File: config.mk
export PLATFORM = sky130hd
export DESIGN_NAME = ssp_data_port
export DESIGN_NICKNAME = d
export VERILOG_FILES = /design/src/rtl/ssp_pkg.sv /design/src/rtl/ssp_fifo.sv /design/src/rtl/ssp_shifter.sv /design/src/rtl/ssp_data_port.sv
export SDC_FILE = /design/constraint.sdc
export NUM_CORES = 1
export LEC_CHECK = 0
export ABC_CLOCK_PERIOD_IN_PS = 3800
export BUFFER_PORTS_ARGS = -buffer_cell sky130_fd_sc_hd__buf_2
export CELL_PAD_IN_SITES_DETAIL_PLACEMENT = 0
export CELL_PAD_IN_SITES_GLOBAL_PLACEMENT = 1
export CORE_ASPECT_RATIO = 1.1
export CORE_UTILIZATION = 30
export CTS_BUF_LIST = sky130_fd_sc_hd__clkbuf_16
export DETAILED_ROUTE_END_ITERATION = 8
export GPL_ROUTABILITY_DRIVEN = 0
export PLACE_DENSITY_LB_ADDON = 0.08
export SYNTH_ARGS = -nofsm -noshare
export SYNTH_HDL_FRONTEND = slang
export SYNTH_HIERARCHICAL = 1
export SYNTH_SLANG_ARGS = --single-unit
File: constraint.sdc
create_clock -name clk -period 3.8 [get_ports clk]
set_input_delay 0.76 -clock clk [delete_from_list [all_inputs] [get_ports clk]]
set_output_delay 0.76 -clock clk [all_outputs]
set_load 0.05 [all_outputs]
File: src/rtl/ssp_pkg.sv
package ssp_pkg;
    localparam int WORD_W     = 16;
    localparam int BUS_W      = 32;
    localparam int FIFO_DEPTH = 8;
    localparam int SIZE_W     = $clog2(WORD_W);
    localparam int MIN_LEN_M1 = 3;
    localparam int MW_LEN_M1  = 7;
endpackage

File: src/rtl/ssp_fifo.sv
module ssp_fifo #(
    parameter int W     = 16,
    parameter int DEPTH = 8
) (
    input  logic         clk,
    input  logic         rst_n,
    input  logic         push,
    input  logic         pop,
    input  logic [W-1:0] wdata,
    output logic [W-1:0] rdata,
    output logic         full,
    output logic         empty
);
    localparam int AW = (DEPTH > 1) ? $clog2(DEPTH) : 1;
    localparam int CW = $clog2(DEPTH + 1);

    typedef struct packed {
        logic [AW-1:0] wp;
        logic [AW-1:0] rp;
        logic [CW-1:0] cnt;
    } fifo_st_t;

    fifo_st_t st_d, st_q;
    logic [W-1:0] mem [DEPTH];
    logic push_ok, pop_ok;

    function automatic logic [AW-1:0] bump(input logic [AW-1:0] p);
        return (p == AW'(DEPTH - 1)) ? '0 : p + 1'b1;
    endfunction

    assign full    = (st_q.cnt == CW'(DEPTH));
    assign empty   = (st_q.cnt == '0);
    assign push_ok = push && !full;
    assign pop_ok  = pop && !empty;
    assign rdata   = empty ? '0 : mem[st_q.rp];

    always_comb begin
        st_d = st_q;
        if (push_ok) st_d.wp = bump(st_q.wp);
        if (pop_ok)  st_d.rp = bump(st_q.rp);
        case ({push_ok, pop_ok})
            2'b10:   st_d.cnt = st_q.cnt + 1'b1;
            2'b01:   st_d.cnt = st_q.cnt - 1'b1;
            default: st_d.cnt = st_q.cnt;
        endcase
    end

    always_ff @(posedge clk or negedge rst_n) begin
        if (!rst_n) st_q <= '0;
        else        st_q <= st_d;
    end

    always_ff @(posedge clk) begin
        if (push_ok) mem[st_q.wp] <= wdata;
    end
endmodule

File: src/rtl/ssp_shifter.sv
module ssp_shifter #(
    parameter int W = 16
) (
    input  logic                 clk,
    input  logic                 rst_n,
    input  logic                 start,
    input  logic [W-1:0]         start_word,
    input  logic [$clog2(W)-1:0] len_m1,
    input  logic                 bit_tick,
    input  logic                 rx_line,
    output logic                 tx_line,
    output logic                 busy,
    output logic                 done,
    output logic [W-1:0]         rx_word
);
    localparam int CW = $clog2(W);

    typedef struct packed {
        logic          busy;
        logic [CW-1:0] cnt;
        logic [CW-1:0] len;
        logic [W-1:0]  txsh;
        logic [W-1:0]  rxsh;
    } sh_st_t;

    sh_st_t st_d, st_q;
    logic [W-1:0] rx_next;
    logic [W-1:0] len_mask;

    assign rx_next  = {st_q.rxsh[W-2:0], rx_line};
    assign len_mask = {W{1'b1}} >> (CW'(W - 1) - st_q.len);
    assign done     = st_q.busy && bit_tick && (st_q.cnt == '0);
    assign rx_word  = rx_next & len_mask;
    assign busy     = st_q.busy;
    assign tx_line  = st_q.busy ? st_q.txsh[st_q.cnt] : 1'b0;

    always_comb begin
        st_d = st_q;
        if (!st_q.busy) begin
            if (start) begin
                st_d.busy = 1'b1;
                st_d.cnt  = len_m1;
                st_d.len  = len_m1;
                st_d.txsh = start_word;
                st_d.rxsh = '0;
            end
        end else if (bit_tick) begin
            st_d.rxsh = rx_next;
            if (st_q.cnt == '0) st_d.busy = 1'b0;
            else                st_d.cnt  = st_q.cnt - 1'b1;
        end
    end

    always_ff @(posedge clk or negedge rst_n) begin
        if (!rst_n) st_q <= '0;
        else        st_q <= st_d;
    end
endmodule

File: src/rtl/ssp_data_port.sv
module ssp_data_port
    import ssp_pkg::*;
#(
    parameter int DEPTH = FIFO_DEPTH
) (
    input  logic              clk,
    input  logic              rst_n,
    input  logic              bus_wr,
    input  logic [BUS_W-1:0]  bus_wdata,
    input  logic              bus_rd,
    output logic [BUS_W-1:0]  bus_rdata,
    input  logic              port_en,
    input  logic [SIZE_W-1:0] frame_size,
    input  logic              mw_master,
    input  logic              bit_tick,
    input  logic              rx_line,
    output logic              tx_line,
    output logic              shift_busy,
    output logic              tx_full,
    output logic              tx_empty,
    output logic              rx_full,
    output logic              rx_empty,
    output logic              rx_overrun
);
    localparam int PAD_W = BUS_W - WORD_W;

    typedef struct packed {
        logic overrun;
    } top_st_t;

    top_st_t st_d, st_q;

    logic [WORD_W-1:0] tx_head, rx_head, rx_word, tx_mask;
    logic [SIZE_W-1:0] eff_len_m1;
    logic              start, frame_done, rx_push;

    always_comb begin
        if (mw_master)                           eff_len_m1 = SIZE_W'(MW_LEN_M1);
        else if (frame_size < SIZE_W'(MIN_LEN_M1)) eff_len_m1 = SIZE_W'(MIN_LEN_M1);
        else                                     eff_len_m1 = frame_size;
    end

    assign tx_mask   = {WORD_W{1'b1}} >> (SIZE_W'(WORD_W - 1) - eff_len_m1);
    assign start     = port_en && !shift_busy && !tx_empty;
    assign rx_push   = frame_done && !rx_full;
    assign bus_rdata = {{PAD_W{1'b0}}, rx_head};
    assign rx_overrun = st_q.overrun;

    ssp_fifo #(.W(WORD_W), .DEPTH(DEPTH)) u_tx_fifo (
        .clk   (clk),
        .rst_n (rst_n),
        .push  (bus_wr),
        .pop   (start),
        .wdata (bus_wdata[WORD_W-1:0]),
        .rdata (tx_head),
        .full  (tx_full),
        .empty (tx_empty)
    );

    ssp_fifo #(.W(WORD_W), .DEPTH(DEPTH)) u_rx_fifo (
        .clk   (clk),
        .rst_n (rst_n),
        .push  (rx_push),
        .pop   (bus_rd),
        .wdata (rx_word),
        .rdata (rx_head),
        .full  (rx_full),
        .empty (rx_empty)
    );

    ssp_shifter #(.W(WORD_W)) u_shifter (
        .clk        (clk),
        .rst_n      (rst_n),
        .start      (start),
        .start_word (tx_head & tx_mask),
        .len_m1     (eff_len_m1),
        .bit_tick   (bit_tick),
        .rx_line    (rx_line),
        .tx_line    (tx_line),
        .busy       (shift_busy),
        .done       (frame_done),
        .rx_word    (rx_word)
    );

    always_comb begin
        st_d = st_q;
        if (frame_done && rx_full) st_d.overrun = 1'b1;
    end

    always_ff @(posedge clk or negedge rst_n) begin
        if (!rst_n) st_q <= '0;
        else        st_q <= st_d;
    end
endmodule

Yosys cells after proc, flatten, opt, wreduce, memory -nomap -nowiden --
Memory sizes are Yosys's and may differ from the RTL's. Cells that the tools add are included.
Word-level totals: register bits after elaboration 61, bits in writable memories 256, bits of input ports 44, output and inout bits 39, logic and storage cells 92, memories kept 2
Memories:
- u_rx_fifo.mem | depth 8, bits a word 16, read ports 1, clocked after Yosys merged registers in 0, write ports 1, line ssp_fifo.sv:24 | logic [W-1:0] mem [DEPTH];
- u_tx_fifo.mem | depth 8, bits a word 16, read ports 1, clocked after Yosys merged registers in 0, write ports 1, line ssp_fifo.sv:24
Operators by class: add/sub/neg operators 11, $lt $le $gt $ge 2, equal/unequal tests 12, shift operators 2, mux-type cells 24, bitwise gates (word level) 3, reductions and logical operators 24
Operators with widths (number):
- $mux W41 | 1
- $and A16 B16 Y16 | 2
- $mux W16 | 2
- $shr A16 B4 Y16 const A | 2
- $mux W15 | 2
- $pmux W4 S2 | 2
- $add A3 B1 Y3 const B | 4
- $eq A3 B3 Y1 const B | 4
- $logic_not A4 Y1 | 3
- $mux W3 | 4
- $mux W4 | 3
- $sub A4 B1 Y4 const B | 3
- $logic_and A1 B1 Y1 | 10
- $mux W5 | 2
- $add A4 B1 Y4 const B | 2
- $eq A4 B4 Y1 const B | 2
- $sub A4 B4 Y4 const A | 2
- $mux W1 | 7
- $reduce_bool A2 Y1 | 3
- $logic_not A1 Y1 | 5
- $lt A4 B5 Y1 const B | 1
- $bmux W1 S4 | 1
- $eq A2 B1 Y1 const B | 2
- $eq A2 B2 Y1 const B | 2
- other kinds (5) | 7

Logic depth before layout (Yosys ltp) --
Gate-level depths: netlist of the first run.
depth in word-level cells 8, mapped depth 14, mapped depth without buffers 13

Hierarchy --
The synthesis of the first run kept the hierarchy.
Modules (own cells, without submodules):
- ssp_fifo at u_tx_fifo | times used 1, cells an instance 266, area an instance 5537.8 um^2, sequential area each 4093.9 um^2
- ssp_fifo at u_rx_fifo | times used 1, cells an instance 264, area an instance 5525.3 um^2, sequential area each 4093.9 um^2
- ssp_shifter | times used 1, cells an instance 198, area an instance 1875.5 um^2, sequential area each 1001.0 um^2
- ssp_data_port | times used 1, cells an instance 50, area an instance 367.9 um^2, sequential area each 25.0 um^2

Worst setup path after synthesis of the first run --
OpenSTA, ideal clock, no wires.
path type reg2reg, start register u_shifter/st_q[36] (netlist bit), end memory u_rx_fifo.mem[0][0] (enable), setup time 0.409 ns, arrival time 2.966 ns, data required time 3.391 ns, path slack 0.425 ns, stages on the path, launching flop included 10, buffers on the path 1, clock period less this slack 3.375 ns, path through dfrtp_1 buf_6 inv_1 ha_1 or3b_1 nor2_1 nor2b_1 nand2b_2 or2_4 nor3_1
On the way: cells in the longest elaborated chain, start to end 6
Ends and longest elaborated chain:
- from (decl) | line ssp_shifter.sv:26 | sh_st_t st_d, st_q;
- from (signal assigned) | line ssp_shifter.sv:56 | else st_q <= st_d;
- $logic_not A4 Y1 | line ssp_shifter.sv:32 | assign done = st_q.busy && bit_tick && (st_q.cnt == '0);
- $logic_and A1 B1 Y1 | line ssp_shifter.sv:32
- via frame_done | line ssp_data_port.sv:35 | logic start, frame_done, rx_push;
- $logic_and A1 B1 Y1 | line ssp_data_port.sv:45 | assign rx_push = frame_done && !rx_full;
- via rx_push | line ssp_data_port.sv:35
- $logic_and A1 B1 Y1 | line ssp_fifo.sv:33 | assign push_ok = push && !full;
- $mux W1 | line ssp_fifo.sv:54 | if (push_ok) mem[st_q.wp] <= wdata;
- $mux W1 (implied by the code) | line ssp_fifo.sv:54
- to (decl) | line ssp_fifo.sv:24
The timed path passes the listed nets, and every way through them passes these cells.

Final worst setup path of the first run --
start register u_rx_fifo/st_q[4] (netlist bit), end output bus_rdata[10]
On the way: cells in the longest elaborated chain, start to end 2
Ends and longest elaborated chain:
- from (decl) | line ssp_fifo.sv:23 | fifo_st_t st_d, st_q;
- from (signal assigned) | line ssp_fifo.sv:50 | else st_q <= st_d;
- $mem_v2 Z8 W16
- $mux W16 | line ssp_fifo.sv:35 | assign rdata = empty ? '0 : mem[st_q.rp];
- to (decl) | line ssp_data_port.sv:11 | output logic [BUS_W-1:0] bus_rdata,
Every way passes these cells.

==> results.md, run 1 <==
- Status: finished clean
- Main flop type after synthesis: edfxtp_1
- Overall power: 12.17 mW
- Num rows: 80
- Period minus WS final: about 3.3 ns
- Synthesized flop and latch total: 317
- Fraction of registers with async set/reset: 0.1924
- RSZ-0062 raised after global routing: no
- H-tree Lvls: 2
- Drt pass-1 iters: 4
- N_diodes: 0
- HP Class: input pin to asynchronous set/reset pin
- GRT Resource Usage Total: 0.1357
- Initial Utilization: 0.3056
- Post-CTS Hold Buffers: 0
- Fillers: 4173
- Slowest cell on the critical path: dfrtp_2
- Vias in the first global route: between 7000 and 8000
- Worst Setup End Kind: primary output
- Pwr Density: 789.6 nW/um^2
- Sink Count: roughly 320
- FMAX: 304.0 MHz
- Initial antenna violation count: 4
- Slew headroom: 0.2856
- Largest buffer count on any clock path: 3
- Peak supply drop: between 300 and 400 uV
- Dpl hpwl: 18.54 mm
- Pleak: approximately 5.7 nW
- Final #Nets: around 920
- Post-Syn Area: 13310 sq um
- Crit-path cells: buf_12, mux4_2, mux2i_1, nor2_1, buf_2
- Skew final: ~0.016 ns
- Initial drt markers: 304
- Layout cells sized above 1: 0.2639
- Root Buffer: clkbuf_16
- Post-CTS Setup Inserts: 0
- Synth unique cells: 65
- WL final: 29.56 mm
- Slew @ Worst Pin: 1.072 ns
- CP max FO: 17
- Buffers on Ports: 50
- Final Slew Violations: 0
- Clock latency on the worst-skew pair: ~0.54 ns
- Vias: 6844
- Final count of hold timing violations: 0
- Die height: 222.9 um
- Area Growth Syn to Fin: 15.87%
- Top-Level Pins: 83
- Std-Cell Core Area: about 44000 sq um
- Total Die Area: 45200 sq um
- Mapped Avg Cell Area: 17.10 sq um
- WS Path Type: register to primary output
- Final period utilization: 0.8656
- Final Instance Count excl. Fillers: 1457
- Grt total ovfl: 0
- Cells after Synth: 778
- Worst EP required: 3.04 ns
- Final ANT Viol Nets: 0
- Largest net degree at the start of global routing: 35
- # DRC: 0
- Max Cap Viol: 0
- CTS tree: done
- DP Cell Count: 1391
- WL/cell: approximately 20 um
- Sequential share of the synthesized area: 0.6924
- Ys Warns: 6
- Setup crit start kind: register
- WP data arrival: roughly 2.5 ns
- Die Span X: 202.8 um
- CTS buffer count: 38
- Clock transition at path regs: 0.05 ns
- Final setup vio count: 0
- Drt via density: between 4 and 5
- Max stage delay on crit path: 0.69 ns
- Post-synth EDFFs: 256
- First-pass GRT wire length: 45.60 mm
- CTS resizes: 0
- Setup tns final: 0 ns
flip-flops by register name, summed over array words and instances (netlist names):
| register | flops |
|---|---|
| u_tx_fifo/mem | 128 |
| u_shifter/st_q | 24 |
| u_shifter/rx_next | 15 |
| u_tx_fifo/st_q | 10 |
| u_shifter/busy | 1 |
| u_rx_fifo/mem | 128 |
| rx_overrun | 1 |
| u_rx_fifo/st_q | 10 |
synth_stat cells, types with 2 or more instances:
| master | number | share of area |
|---|---|---|
| a21boi_0 | 5 | 0.0028 |
| edfxtp_1 | 256 | 0.58 |
| o211ai_1 | 3 | 0.0017 |
| a21o_1 | 4 | 0.0023 |
| clkbuf_1 | 12 | 0.0034 |
| buf_2 | 15 | 0.0056 |
| ha_1 | 16 | 0.015 |
| buf_6 | 11 | 0.0093 |
| nor2b_1 | 7 | 0.0033 |
| buf_4 | 22 | 0.012 |
| mux2_1 | 2 | 0.0017 |
| nor3_1 | 10 | 0.0038 |
| o311ai_1 | 2 | 0.0013 |
| mux2_4 | 4 | 0.0045 |
| nand3b_1 | 3 | 0.0017 |
| nand2b_4 | 2 | 0.0021 |
| nor2_1 | 58 | 0.016 |
| o21ai_0 | 5 | 0.0019 |
| a31oi_1 | 2 | 0.00094 |
| nor3b_1 | 2 | 0.0011 |
| xor2_1 | 8 | 0.0053 |
| o21ai_1 | 2 | 0.00075 |
| and3_1 | 4 | 0.0019 |
| o211a_1 | 2 | 0.0015 |
| and2_1 | 3 | 0.0014 |
| a21oi_1 | 7 | 0.0026 |
| inv_2 | 2 | 0.00056 |
| nand2_1 | 79 | 0.022 |
| inv_1 | 4 | 0.0011 |
| nand3_1 | 7 | 0.0026 |
| xnor2_1 | 2 | 0.0013 |
| a22o_1 | 14 | 0.0092 |
| nand2b_1 | 8 | 0.0038 |
| nor4_4 | 2 | 0.0032 |
| or3_1 | 2 | 0.00094 |
| mux2_2 | 2 | 0.0017 |
| mux4_2 | 66 | 0.11 |
| mux2i_1 | 36 | 0.027 |
| dfrtp_1 | 61 | 0.11 |
routing by layer:
metal	vias up	GRT usage	share of wire
li1	3124	-	-
met1	3539	0.1616	0.42
met2	121	0.2397	0.51
met3	52	0.03155	0.046
met4	8	0.04536	0.022
met5	-	0	0.0017
cells in the final DEF (no fill, tap or decap), types with 3 or more instances in the layout:
cell,n
buf_2,50
nor2_1,58
ha_1,16
conb_1,16
a21oi_1,7
o21ai_0,5
a21boi_0,5
clkinv_1,4
nand2_1,79
mux4_2,66
xor2_1,8
and3_1,4
nand3b_1,3
a22o_1,14
nand2b_1,8
nor2b_1,7
o211ai_1,3
nor3_1,4
nor3_2,6
dfrtp_1,59
buf_4,33
clkbuf_16,39
inv_1,13
mux2i_1,36
nand3_1,7
mux2_4,4
clkinvlp_4,4
and2_1,3
edfxtp_1,256
bufinv_16,3
clkinv_2,5
a21o_1,4
area by class of cell:
cell class / instances / area (sq um) / area share
Sequential cell: 317 / 9216 / 0.5977
Multi-Input combinational cell: 410 / 3754 / 0.2434
Clock buffer: 39 / 975.9 / 0.06330
Tap cell: 574 / 718.2 / 0.04658
Timing Repair Buffer: 84 / 518.0 / 0.03360
Clock inverter: 27 / 214.0 / 0.01388
Inverter: 6 / 22.52 / 0.001461
path summary, 6_finish.rpt:
kind                            slack, ns          startpoint  cells past startpoint                 end
min in group clk                     0.47  u_shifter/st_q[22]                      2  u_shifter/st_q[22]
max in group asynchronous            2.76               rst_n                      2   u_tx_fifo/st_q[4]
worst max-delay path                 0.51   u_rx_fifo/st_q[4]                      5       bus_rdata[10]
worst min register to register       0.47  u_shifter/st_q[22]                      2  u_shifter/st_q[22]
worst max register to register       0.82  u_shifter/st_q[37]                     13   u_rx_fifo/st_q[2]
worst min-delay path                 0.23               rst_n                      1      u_shifter/busy
kinds of logic after synthesis:
group                    Yosys count  synth area share
flip-flops                       317            0.6924
AO/OA/AOI/OAI                     58           0.03329
adder cells (fa/ha/maj)           16           0.01504
multiplexers                     110            0.1467
other                              1         0.0002818
AND/OR/NAND/NOR                  200           0.07325
XOR/XNOR                          10          0.006582
buffers and inverters             66           0.03244
worst max-delay path: cells and delay by family, from the launching register on:
| family | cells | cell delay (ns) |
|---|---|---|
| muxes | 2 | 0.74 |
| DFF | 1 | 0.69 |
| buffers and inverters | 2 | 0.48 |
| and+or+nand+nor | 1 | 0.07 |
through the flow:
| stage | hold slack, ns | util | instance area (sq um) | setup slack, ns |
|---|---|---|---|---|
| floorplan | 0.4403 | - | 13360 | 0.4245 |
| global placement | 0.4559 | 0.3268 | 14230 | 0.8031 |
| detailed placement | 0.4614 | 0.3268 | 14230 | 0.7901 |
| CTS | 0.2402 | 0.3541 | 15420 | 0.3769 |
| global route | 0.2760 | 0.3541 | 15420 | 0.3057 |
| finish | 0.2346 | 0.3541 | 15420 | 0.5106 |
power by group:
group          leakage (nW)  internal (mW)  total (mW)  switching (mW)
logic                  1.95           1.57        3.75            2.17
clock network         0.608           2.06        3.45            1.39
registers              3.16           4.36        4.97           0.616
Note: power is estimated with default switching activity, not from simulation.
==> inputs of run 2 (changes only) <==
GPL_TIMING_DRIVEN = 0   (was default)
==> run 2 against run 1 <==
Effect of this change:
- hold slack improved by 0.096 ns
- critical path depth increased by 1
- maximum frequency decreased by 0.29%
- wire length increased by 3.7%
- final area increased by 3.7%
- critical path type unchanged
- highest routed layer unchanged
==> results.md, run 2 (synthesized netlist as in run 1, its figures left out) <==
- CP startpoint: u_rx_fifo/st_q[5]
- Final hold slack: roughly 0.33 ns
- Initial Utilization: 0.3056
- Overall power: around 13 mW
- Final #Nets: 964
- Grt total ovfl: 0
- CTS resizes: 0
- Post-CTS Setup Inserts: 0
- Layout cells sized above 1: 0.2987
- Num rows: 80
- Clock latency on the worst-skew pair: 0.55 ns
- Die Span X: 202.8 um
- Fillers: 4092
- First-pass GRT wire length: 47.24 mm
- FF-to-FF setup slack: ~0.57 ns
- Drt via density: 4.628
- Setup crit start kind: register
- Period minus WS final: 3.299 ns
- Drt pass-1 iters: 4
- Final Instance Count excl. Fillers: 1508
- Initial antenna violation count: 3
- Die height: 222.9 um
- # DRC: 0
- Final ANT Viol Nets: 0
- Clock transition at path regs: 0.06 ns
- Register area: 9214 sq um
- Final setup vio count: 0
- Total Die Area: 45200 sq um
- Commonest non-fill, non-tap cell in the layout: edfxtp_1
- Status: finished clean
- CP max FO: 10
- Slew @ Worst Pin: around 1 ns
- Top flop regs: u_rx_fifo/mem (128), u_tx_fifo/mem (128), u_shifter/st_q (24)
- Final count of hold timing violations: 0
- WP data arrival: 2.54 ns
- Pleak: roughly 6.0 nW
- FMAX: between 300 and 400 MHz
- Setup tns final: 0 ns
- Max Cap Viol: 0
- HP Class: input pin to asynchronous set/reset pin
- Pwr Density: 795.3 nW/um^2
- Vias in the first global route: 7627
- RSZ-0062 raised after global routing: no
- Dpl hpwl: ~21 mm
- GRT Resource Usage Total: 0.1412
- H-tree Lvls: 2
- N_diodes: 0
- Std-Cell Core Area: 43540 sq um
- Root Buffer: clkbuf_16
- WL/cell: 20.33 um
- Largest buffer count on any clock path: 3
- WL final: 30.66 mm
- Peak supply drop: 374.5 uV
- Final Slew Violations: 0
- Buffers on Ports: 49
- WS Path Type: register to primary output
- Largest net degree at the start of global routing: 62
- Worst EP required: 3.04 ns
- FF-to-FF Start: u_shifter/st_q[36]
- Vias: 6979
- CTS tree: done
- Area Growth Syn to Fin: 20.15%
- Skew final: 0.01892 ns
- Slew headroom: 0.3259
- Sink Count: 317
- CTS buffer count: 38
- Most frequent cells in the layout: edfxtp_1 (256), nand2_1 (79), mux4_2 (66)
- Initial drt markers: 277
- Top-Level Pins: slightly above 80
- DP Cell Count: 1438
- Multi-input logic area: 3776 sq um
- Post-CTS Hold Buffers: 0
- Final period utilization: 0.8681
- Worst Setup End Kind: primary output
==> run 2: changes by cell type in the layout (fill, tap and decap cells not counted), moves of 8 or more <==
cell | previous run | this run
nor2_1 | 58 | 49
clkbuf_1 | 0 | 12
nor2_2 | 0 | 9
buf_2 | 50 | 63
buf_8 | 0 | 8
buf_6 | 0 | 21
buf_4 | 33 | 25
==> run 2: critical path, stage by stage, from the launching register on <==
cell and delay, ns:
dfrtp_1 0.35, clkbuf_1 0.33, buf_2 0.42, mux4_2 0.36, mux2i_1 0.21, nor2_1 0.09, buf_2 0.25
==> run 2: layout make-up <==
type | count | share of cell area
Buffer | 60 | 0.02559
Timing Repair Buffer | 71 | 0.03443
Clock buffer | 39 | 0.06104
Clock inverter | 31 | 0.02011
Tap cell | 574 | 0.04492
Sequential cell | 317 | 0.5763
Inverter | 6 | 0.001409
Multi-Input combinational cell | 410 | 0.2362
==> run 2: per-stage QoR <==
stage	utilization	cell area (sq um)	setup WS (ns)
global placement	0.3290	14330	-1.422
floorplan	-	13360	0.4245
detailed placement	0.3374	14690	0.4403
CTS	0.3672	15990	0.3847
finish	0.3672	15990	0.5012
global route	0.3672	15990	0.2461
==> run 2: where the power goes <==
part           switching, mW  leakage, nW  internal, mW  total (mW)
Clock                   1.44        0.658          2.28        3.72
Sequential             0.339         3.16          4.36        4.70
Combinational           2.58         2.19          1.72        4.30
==> run 2: path summary, 6_finish.rpt <==
| kind | endpoint | cells after the start |
|---|---|---|
| max | bus_rdata[5] | 6 |
| min | u_shifter/rx_next[10] | 1 |
| max reg2reg | u_rx_fifo/mem[0][7] | 11 |
| min reg2reg | rx_overrun | 1 |
| max in group asynchronous | u_rx_fifo/st_q[5] | 1 |
| min in group clk | rx_overrun | 1 |
==> run 2: layer usage <==
metal,vias up,global-route usage,wire (um)
li1,3211,-,-
met1,3584,0.1678,12610
met2,125,0.2520,16080
met3,53,0.02863,1279
met4,6,0.04948,646
met5,-,0,36
==> inputs of run 3 (changes only) <==
CORE_ASPECT_RATIO = default   (was 1.1)
==> run 3 against run 2 <==
Effect of this change:
- count of clock-buffer cells in the layout increased by 2
- hold slack worse by 0.041 ns
- non-clock buffer count up 1
- core utilization hardly changed
==> results.md, run 3 (synthesized netlist as in run 1, its figures left out) <==
- Status: finished clean
- Slowest cell on the critical path: buf_2
- GR Layer Usage met1: 0.1666
- Cell family with most CP delay: buffers and inverters
- Final period utilization: 0.8630
- Slew @ Worst Pin: 0.9563 ns
- Die height: 212.6 um
- Final Instance Count excl. Fillers: between 1500 and 2000
- Final core utilization: 0.3671
- Final Slew Violations: 0
- Internal power: 8.286 mW
- Top-Level Pins: between 80 and 90
- Setup crit start kind: register
- Post-CTS Setup Inserts: 0
- Worst EP required: 3.04 ns
- Std-Cell Core Area: 43460 sq um
- Buffers on Ports: 49
- RSZ-0062 raised after global routing: no
- Dpl hpwl: roughly 22 mm
- Final #Nets: 965
- Met2 Use GR: 0.2632
- Vias in the first global route: 7610
- Power share of the clock group: 0.285
- Sw frac: 0.3416
- Top flop regs: u_rx_fifo/mem (128), u_tx_fifo/mem (128), u_shifter/st_q (24)
- WL/cell: roughly 20 um
- Seq pwr share: 0.373
- Num rows: 76
- First-pass GRT wire length: ~47 mm
- Root Buffer: clkbuf_16
- Sink Count: 317
- Setup tns final: 0 ns
- HP Class: input pin to asynchronous set/reset pin
- Final ANT Viol Nets: 0
- Total Die Area: 45200 sq um
- Net Sw Power: roughly 4.3 mW
- Pre-CTS setup slack: 0.4740 ns
- Drt via density: 4.595
- Period minus WS final: 3.279 ns
- Worst r2r path cells: 10
- Fillers: 4112
- CTS buffer count: 38
- DP Cell Count: 1450
- Largest net degree at the start of global routing: 62
- Grt total ovfl: 0
- Peak supply drop: 386.3 uV
- Most frequent cells in the layout: edfxtp_1 (256), nand2_1 (79), mux4_2 (66)
- # DRC: 0
- Clock latency on the worst-skew pair: 0.55 ns
- Skew final: 0.01459 ns
- Initial antenna violation count: 4
- FMAX: 304.9 MHz
- Initial drt markers: between 300 and 400
- Placed standard-cell area: 14710 sq um
- Levels on crit path: 6
- Largest buffer count on any clock path: 3
- Area Growth Syn to Fin: 19.89%
- Vias: 6975
- Worst path buffer plus inverter count: 3
- WS Path Type: register to primary output
- Commonest non-fill, non-tap cell in the layout: edfxtp_1
- Top cell by count, worst path: buf_2
- Max Cap Viol: 0
- Clock transition at path regs: about 0.060 ns
- Met3 usage: 0.03131
- Overall power: 12.58 mW
- CTS tree: done
- Final hold slack: 0.2893 ns
- H-tree Lvls: 2
- Slew headroom: 0.3571
- GRT Resource Usage Total: 0.1444
- CP max FO: 10
- Die Span X: 212.6 um
- Crit-path cells: clkbuf_1, buf_2, mux4_2, mux2i_1, nor2_1, buf_2
- Comb power frac: 0.342
- Pwr Density: ~790 nW/um^2
- Final count of hold timing violations: 0
- WL final: 30.88 mm
- Final instance area: roughly 16000 sq um
- Worst Setup End Kind: primary output
- Pleak: around 6 nW
- Layout cells sized above 1: 0.2940
- CTS resizes: 0
- Post-CTS Hold Buffers: 0
- Gr busiest metal: met2
- Max stage delay on crit path: 0.42 ns
- Final setup vio count: 0
- Drt pass-1 iters: 4
- Initial Utilization: 0.3062
- WP data arrival: approximately 2.5 ns
- PnR worst setup slack: between 0.5 and 0.6 ns
==> run 3: cell types whose count changed in the layout (fill, tap and decap cells not counted), sizes merged <==
| cell | delta |
|---|---|
| clkinv | -6 |
| inv | +3 |
| bufinv | -2 |
| clkbuf | +2 |
| buf | +1 |
| diode | +1 |
==> run 3: power by group through the flow <==
stage,logic [mW],clock network (mW),registers (mW)
2_1_floorplan,3.16,0,4.69
3_3_place_gp,4.25,0,4.75
3_5_place_dp,4.43,0,4.77
4_1_cts,4.44,3.71,4.70
5_1_grt,4.70,3.83,4.76
6_report,4.30,3.59,4.70
==> run 3: per-layer routing <==
layer / vias up / wire length (um)
li1: 3224 / -
met1: 3582 / 12460
met2: 111 / 16460
met3: 52 / 1251
met4: 6 / 680
met5: - / 34
==> run 3: final timing paths <==
kind                                          from              endpoint  slack, ns
worst max-delay path             u_rx_fifo/st_q[5]          bus_rdata[3]       0.52
worst min-delay path                         rst_n     u_tx_fifo/st_q[7]       0.29
worst max register to register  u_shifter/st_q[36]   u_rx_fifo/mem[2][8]       0.61
worst min register to register          rx_overrun            rx_overrun       0.46
max in group asynchronous                    rst_n  u_shifter/rx_next[2]       2.94
min in group clk                        rx_overrun            rx_overrun       0.46
==> run 3: layout make-up <==
class                      instances  area, sq um  area share
timing repair buffer              72        558.0     0.03498
antenna                            1        2.502   0.0001569
tap                              585        732.0     0.04588
buffer                            60        409.1     0.02565
clock inverter                    26        212.7     0.01333
clock buffer                      41         1026     0.06431
inverter                           6        22.52    0.001412
multi-input combinational        410         3776      0.2367
sequential                       317         9214      0.5776
==> run 3: worst register-to-register path, stage by stage, from the launching register on <==
cell and delay (ns):
dfrtp_1 0.37, buf_6 0.15, inv_1 0.10, ha_1 0.17, or3b_1 0.41, nor2_1 0.25, nor2b_1 0.24, nand2b_2 0.14
or2_4 0.29, nor2_2 0.55, buf_8 0.24
